**config.mk**
```make
export PLATFORM = sky130hd
export DESIGN_NAME = wdog_cascade
export DESIGN_NICKNAME = d
export VERILOG_FILES = /design/src/rtl/wdog_cascade_pkg.sv /design/src/rtl/wdog_cascade_dp.sv /design/src/rtl/wdog_cascade_ctrl.sv /design/src/rtl/wdog_cascade.sv
export SDC_FILE = /design/constraint.sdc
export NUM_CORES = 1
export LEC_CHECK = 0
export CAP_MARGIN = 40
export CORE_ASPECT_RATIO = 1.5
export CORE_MARGIN = 2
export CORE_UTILIZATION = 31
export DETAILED_ROUTE_END_ITERATION = 16
export MAX_ROUTING_LAYER = met4
export SKIP_LAST_GASP = 1
export SLEW_MARGIN = 20
export SYNTH_ARGS = -nofsm -noshare
export SYNTH_HDL_FRONTEND = slang
export SYNTH_HIERARCHICAL = 1
export SYNTH_SLANG_ARGS = --single-unit
```
**constraint.sdc**
```tcl
create_clock -name clk -period 3.7 [get_ports clk]
set_input_delay 0.74 -clock clk [delete_from_list [all_inputs] [get_ports clk]]
set_output_delay 0.74 -clock clk [all_outputs]
set_load 0.01 [all_outputs]
```
**src/rtl/wdog_cascade_pkg.sv**
```systemverilog
package wdog_cascade_pkg;

  // Per-stage command from control to the counter datapath
  typedef struct packed {
    logic load;  // load the stage period into its counter
    logic dec;   // count down by one
    logic clr;   // force the counter to zero
  } stageCmd_t;

  localparam int CTRL_ADDR   = 0;
  localparam int KICK_ADDR   = 1;
  localparam int PERIOD_BASE = 2;

endpackage

```
**src/rtl/wdog_cascade_dp.sv**
```systemverilog
module wdog_cascade_dp
  import wdog_cascade_pkg::*;
#(
  parameter int NUM_STAGES     = 3,
  parameter int CNT_W          = 16,
  parameter int ADDR_W         = 4,
  parameter int DEFAULT_PERIOD = 1000
) (
  input  logic                         clk,
  input  logic                         rst,
  input  logic                         wrEn,
  input  logic [ADDR_W-1:0]            wrAddr,
  input  logic [CNT_W-1:0]             wrData,
  input  stageCmd_t [NUM_STAGES-1:0]   cmd,
  output logic [NUM_STAGES-1:0]        cntZero
);

  localparam logic [CNT_W-1:0] RESET_PERIOD = CNT_W'(DEFAULT_PERIOD);

  for (genvar g = 0; g < NUM_STAGES; g++) begin : gStage
    localparam logic [ADDR_W-1:0] MY_ADDR = ADDR_W'(PERIOD_BASE + g);

    logic [CNT_W-1:0] periodReg;
    logic [CNT_W-1:0] cntReg;
    logic             perWr;

    assign perWr = wrEn && (wrAddr == MY_ADDR);

    always_ff @(posedge clk) begin
      if (rst) begin
        periodReg <= RESET_PERIOD;
      end else if (perWr) begin
        periodReg <= wrData;
      end
    end

    // A load uses the period held before any write on the same edge
    always_ff @(posedge clk) begin
      if (rst) begin
        cntReg <= '0;
      end else if (cmd[g].clr) begin
        cntReg <= '0;
      end else if (cmd[g].load) begin
        cntReg <= periodReg;
      end else if (cmd[g].dec) begin
        cntReg <= cntReg - 1'b1;
      end
    end

    assign cntZero[g] = (cntReg == '0);
  end

endmodule

```
**src/rtl/wdog_cascade_ctrl.sv**
```systemverilog
module wdog_cascade_ctrl
  import wdog_cascade_pkg::*;
#(
  parameter int               NUM_STAGES = 3,
  parameter int               CNT_W      = 16,
  parameter int               ADDR_W     = 4,
  parameter logic [CNT_W-1:0] KICK_KEY   = 16'h005A
) (
  input  logic                        clk,
  input  logic                        rst,
  input  logic                        wrEn,
  input  logic [ADDR_W-1:0]           wrAddr,
  input  logic [CNT_W-1:0]            wrData,
  input  logic [NUM_STAGES-1:0]       cntZero,
  output stageCmd_t [NUM_STAGES-1:0]  cmd,
  output logic [NUM_STAGES-1:0]       stageRun,
  output logic                        enState,
  output logic [NUM_STAGES-2:0]       actPulse,
  output logic                        restartReq
);

  localparam logic [ADDR_W-1:0] CTRL_A = ADDR_W'(CTRL_ADDR);
  localparam logic [ADDR_W-1:0] KICK_A = ADDR_W'(KICK_ADDR);

  logic                  enReg;
  logic [NUM_STAGES-1:0] runReg;
  logic [NUM_STAGES-2:0] actReg;
  logic                  restartReg;

  logic ctrlWr, startReq, stopReq, kickHit;
  logic [NUM_STAGES-1:0] expire;
  logic [NUM_STAGES-1:0] loadV;

  assign ctrlWr   = wrEn && (wrAddr == CTRL_A);
  assign startReq = ctrlWr && wrData[0] && !enReg;
  assign stopReq  = ctrlWr && !wrData[0];
  // Kicks only reach stage 0, and only while it is counting
  assign kickHit  = wrEn && (wrAddr == KICK_A) && (wrData == KICK_KEY)
                    && enReg && runReg[0];

  for (genvar g = 0; g < NUM_STAGES; g++) begin : gCmd
    if (g == 0) begin : gFirst
      assign expire[g] = runReg[g] && cntZero[g] && !kickHit;
      assign loadV[g]  = startReq || kickHit;
    end else begin : gLater
      assign expire[g] = runReg[g] && cntZero[g];
      assign loadV[g]  = expire[g-1];
    end
    assign cmd[g].load = loadV[g] && !stopReq;
    assign cmd[g].dec  = runReg[g] && !cntZero[g] && !loadV[g];
    assign cmd[g].clr  = stopReq;
  end

  always_ff @(posedge clk) begin
    if (rst || stopReq) begin
      enReg      <= 1'b0;
      runReg     <= '0;
      actReg     <= '0;
      restartReg <= 1'b0;
    end else begin
      if (startReq) begin
        enReg <= 1'b1;
      end
      runReg     <= (runReg & ~expire) | loadV;
      actReg     <= expire[NUM_STAGES-2:0];
      restartReg <= restartReg | expire[NUM_STAGES-1];
    end
  end

  assign stageRun   = runReg;
  assign enState    = enReg;
  assign actPulse   = actReg;
  assign restartReq = restartReg;

endmodule

```
**src/rtl/wdog_cascade.sv**
```systemverilog
module wdog_cascade
  import wdog_cascade_pkg::*;
#(
  parameter int               NUM_STAGES     = 3,
  parameter int               CNT_W          = 16,
  parameter int               ADDR_W         = 4,
  parameter int               DEFAULT_PERIOD = 1000,
  parameter logic [CNT_W-1:0] KICK_KEY       = 16'h005A
) (
  input  logic                  clk,
  input  logic                  rst,
  input  logic                  wrEn,
  input  logic [ADDR_W-1:0]     wrAddr,
  input  logic [CNT_W-1:0]      wrData,
  output logic [NUM_STAGES-2:0] actPulse,
  output logic                  restartReq
);

  localparam int ADDR_SLOTS = PERIOD_BASE + NUM_STAGES;

  initial begin
    if (NUM_STAGES < 2) $error("wdog_cascade: NUM_STAGES must be at least 2");
    if (ADDR_SLOTS > (1 << ADDR_W)) $error("wdog_cascade: ADDR_W too narrow");
  end

  stageCmd_t [NUM_STAGES-1:0] cmd;
  logic [NUM_STAGES-1:0]      cntZero;
  logic [NUM_STAGES-1:0]      stageRun;
  logic                       enState;

  wdog_cascade_ctrl #(
    .NUM_STAGES(NUM_STAGES), .CNT_W(CNT_W), .ADDR_W(ADDR_W), .KICK_KEY(KICK_KEY)
  ) u_ctrl (
    .clk(clk), .rst(rst), .wrEn(wrEn), .wrAddr(wrAddr), .wrData(wrData),
    .cntZero(cntZero), .cmd(cmd), .stageRun(stageRun), .enState(enState),
    .actPulse(actPulse), .restartReq(restartReq)
  );

  wdog_cascade_dp #(
    .NUM_STAGES(NUM_STAGES), .CNT_W(CNT_W), .ADDR_W(ADDR_W),
    .DEFAULT_PERIOD(DEFAULT_PERIOD)
  ) u_dp (
    .clk(clk), .rst(rst), .wrEn(wrEn), .wrAddr(wrAddr), .wrData(wrData),
    .cmd(cmd), .cntZero(cntZero)
  );

endmodule

```
* Word level (Yosys, flattened, before mapping) *
Cells that the tools add are included.

word-level totals
  register bits = 103
  latch bits = 0
  memory bits (writable) = 0
  bits in read-only memories = 0
  input bits = 23
  output and inout bits = 3
  word-level logic and storage cells = 72
  memories = 0

cells by class
  add/subtract/negate cells = 3
  multipliers = 0
  divide/modulo/power cells = 0
  magnitude comparators = 0
  equality and inequality tests = 5
  shift-type cells = 0
  muxes and demuxes = 6
  bitwise gates (word level) = 4
  reductions and logical operators = 44

operator list
  operator                 count
  $mux W16                 6
  $logic_not A16 Y1        3
  $sub A16 B1 Y16 const B  3
  $logic_and A1 B1 Y1      24
  $eq A16 B7 Y1 const B    1
  $logic_not A1 Y1         10
  $eq A4 B2 Y1 const B     2
  $reduce_bool A2 Y1       3
  $eq A4 B1 Y1 const B     1
  $eq A4 B3 Y1 const B     1
  $logic_not A4 Y1         1
  $and A3 B3 Y3            1
  $not A3 Y3               1
  $or A3 B3 Y3             1
  $logic_or A1 B1 Y1       2
  $reduce_or A2 Y1         1
  $or A1 B1 Y1             1

* Depth between registers and ports, before layout *
  depth in word-level cells = 11
  gate-level depth with buffers = 11
  gate-level depth less buffers = 10

* Cells and area by module *
The synthesis kept the hierarchy.

modules (own cells, without submodules)
  module             times used  cells each  area each (sq um)  sequential area each (sq um)
  wdog_cascade_dp    1           543         4369.2             1921.8
  wdog_cascade_ctrl  1           51          424.2              140.1

* Least setup slack after synthesis *
No wires, ideal clock.

  kind = input to register
  from = input wrAddr[1]
  to = register u_dp.gStage[1].cntReg[11]
  setup time = 0.132 ns
  data arrival time = 3.239 ns
  required time = 3.568 ns
  path slack = 0.329 ns
  stages on the path = 8
  buffers on the path = 1
  path through = or4b_4 > or4_4 > a21oi_1 > or3b_2 > clkbuf_1 > nor4_1 > xnor2_1 > a21oi_1

RTL lines
  what                  RTL line               RTL
  from (decl)           wdog_cascade.sv:13     input logic [ADDR_W-1:0] wrAddr,
  to (signal assigned)  wdog_cascade_dp.sv:44  cntReg <= periodReg;
  to (signal assigned)  wdog_cascade_dp.sv:46  cntReg <= cntReg - 1'b1;
  to (decl)             wdog_cascade_dp.sv:24  logic [CNT_W-1:0] cntReg;

==> reports/summary.txt <==
status -> completed
most common cell in the synthesized netlist -> nand2_1
Slew Viols, Final -> 0
kind of critical path -> in -> reg
die area -> 16,500 sq um
FFs w/ async S/R, synth -> 0%
FF+latch count, synth -> 103
max-cap check violation count -> 0
antenna violations before repair -> 0
overall die width -> 106 microns
I/O Buffers -> 25
area leader, netlist -> dfxtp_1
postcts setup bufs -> 0
DRC -> 0
GR Overflow Total -> 0
Syn Inst Count -> 594
path type of the worst min-delay path -> reg -> reg
H-tree levels -> 3
Place WS -> -0.0393 ns
clk sink count -> 103
ant diodes -> 0
Area growth, synth to finish -> 19.8%
Mean Syn Cell Area -> 8.07 sq um
Max-Slew Margin vs Limit -> 50.6%
CP Capture Type -> flop
number of flops mapped to enable cells by yosys -> 0
first-pass GRT wire length -> 21.0 mm
mapped cell area -> 4790 sq um
Iter 0 DRT Violations -> 291
crit path buf inv count -> 1
crit path cell chain -> clkdlybuf4s50_1, or4b_4, or4_4, a21oi_1, or3b_2, nor4_1, xnor2_1, a211oi_1
DPL Wire Length -> 9.79 mm
GPL Wtd Cong -> 0.876
Comb pwr share -> 6.7%
Initial Util -> 31.7%
root buf cell -> clkbuf_16
Clock Path Buffers -> 2
CTS tree -> done
Worst-path clk slew -> 0.07 ns
post-synth cell types -> 51
setup ws final -> 0.312 ns
Seq pwr share -> 48.9%
P_sw -> 0.000526 W
Yosys top cell area share -> 43.0%
sequential element share of the synthesized area -> 43.0%
die height -> 156 microns
Post-CTS Resized -> 0
Tightest Pin Transition -> 0.738 ns
post-route clock period utilization -> 91.6%
unrepaired setup endpoints after global routing -> false
reg2reg setup slack -> 0.50 ns
routed wire length -> 13.0 mm
I/O Pins -> 26
CP max-delay cell -> or4b_4
Post-synth top flop -> dfxtp_1
Sw Ratio -> 22.8%
setup violators final -> 0
largest cells by area after synthesis -> dfxtp_1, nand2_1, a21oi_1
Avg Vias per Cell -> 5.13
hold buffers post-CTS -> 0
Util after Layout -> 37.9%
row cnt -> 55
Inserted Clock Buffers -> 9
Critical Path AT -> 3.66 ns
max incr delay on CP -> 0.57 ns
Lkg Pwr -> 2.11 nW
Clk pwr share -> 44.4%
Syn Nets -> 620
vias in the first global route -> 4,246
layout cells sized above 1 -> 11.8%
Layout Skew -> 0.00700 ns
Clock Latency Late Sink -> 0.35 ns
Final Hold Fails -> 0
vias post-DR -> 4,280
CORE AREA -> 15,100 sq um
Worst VDD drop -> 0.234 mV
Pint -> 0.00178 W
first-pass iteration count of the detailed router -> 5
Max Fclk -> 295 MHz
largest net degree at the start of global routing -> 39
Final ANT Viol Nets -> 0
pwr/cell area -> 402 nW/um^2
Min Clock Period, post-route -> 3.39 ns
critical path peak fanout -> 9
Setup crit start kind -> input port
Req. time, crit path -> 3.97 ns
Fin Setup TNS -> 0 ns
nets -> 657
crit-path leading delay family -> simple AND/OR/NAND/NOR gates
synthesis warning total -> 6
PnR Total Power -> 0.00231 W
synth cell count leaders -> nand2_1, dfxtp_1, a21oi_1, nor2_1, o21ai_0
drt wl/cell -> 15.6 microns
total global-route track usage -> 16.5%
[worst register-to-register path: stages (launching register included)]
cell	delay, ns
dfxtp_1	0.40
inv_1	0.07
ha_1	0.25
nand4_1	0.10
nor2_1	0.07
nand2b_1	0.17
a21oi_1	0.53
nor3b_2	0.43
nand2_1	0.25
or4b_2	0.68
a31oi_1	0.18
[sequential cells by signal (all words and copies together) (netlist names)]
register and flops:
u_dp/gStage.cntReg 48, u_dp/gStage.periodReg 48, u_ctrl/stageRun 3, u_ctrl/actPulse 2, u_ctrl/enState 1, u_ctrl/restartReq 1
[routing by layer]
metal  GRT usage [%]  up-vias  routed length, microns
li1                -     2157                       -
met4            8.33        0                     457
met3            2.83       25                     394
met5               -        -                       0
met2            28.9       82                    6740
met1            17.8     2016                    5430
[cells by family (layout without fill, tap and decap cells)]
| logic type | count (synthesis) | in the layout | share of synthesized area, % |
|---|---|---|---|
| AO/OA/AOI/OAI | 125 | 125 | 14.3 |
| XOR/XNOR | 33 | 33 | 6.03 |
| adder cells (fa/ha/maj) | 3 | 3 | 0.783 |
| buffers and inverters | 45 | 87 | 3.92 |
| flip-flops | 103 | 103 | 43.0 |
| multiplexers | 4 | 4 | 0.835 |
| AND/OR/NAND/NOR | 281 | 281 | 31.1 |
[area by class of cell]
class,count,area (sq um)
Fill cell,1585,9400
Clock buffer,9,225
Clock inverter,7,96.3
Sequential cell,103,2060
Inverter,10,37.5
Tap cell,199,249
Multi-Input combinational cell,446,2550
Timing Repair Buffer,61,520
[worst paths after layout]
path,cells past startpoint,startpoint,endpoint
min reg2reg,2,u_dp/gStage[1].periodReg[12]$_SDFFE_PP0P_,u_dp/gStage[1].periodReg[12]$_SDFFE_PP0P_
max reg2reg,10,u_dp/gStage[2].cntReg[0]$_SDFFE_PP0P_,u_dp/gStage[2].cntReg[15]$_SDFFE_PP0P_
min,2,u_dp/gStage[1].periodReg[12]$_SDFFE_PP0P_,u_dp/gStage[1].periodReg[12]$_SDFFE_PP0P_
max,8,wrAddr[3],u_dp/gStage[1].cntReg[5]$_SDFFE_PP0P_
[layout by cell type, fill, tap and decap left out, types with 3 or more instances in the layout]
cell type	count
or2_2	5
or3_1	8
a211oi_1	5
or4_4	4
nand3_1	9
mux2i_1	4
clkdlybuf4s50_1	25
clkbuf_16	9
or4_1	6
xnor2_1	15
ha_1	3
or4b_2	3
xor2_1	18
o41ai_1	3
nor2_1	43
nand2b_1	5
nor4b_1	5
nor4_1	11
nand2_1	116
dfxtp_1	103
o31ai_1	4
nand4b_1	5
nand3b_1	22
a31oi_1	10
o21ai_0	33
clkinvlp_4	3
nor2b_1	3
inv_1	9
nor3_1	8
a21oi_1	66
nand4_1	8
buf_4	36
[stage by stage]
step	hold slack (ns)	instances	cell area [sq um]
floorplan	0.432	594	4790
global placement	0.444	819	5420
detailed placement	0.442	819	5420
CTS	0.455	835	5740
global route	0.468	835	5740
finish	0.458	835	5740
[power groups by stage]
stage | sequential, W | combinational, W | clock (W)
after floorplan | 0.00115 | 0.0000708 | 0
after global routing | 0.00113 | 0.000165 | 0.00109
after detailed placement | 0.00116 | 0.000152 | 0
after CTS | 0.00113 | 0.000153 | 0.00105
after global placement | 0.00116 | 0.000151 | 0
final | 0.00113 | 0.000154 | 0.00103
No activity file was read; power rests on OpenSTA's default activity.
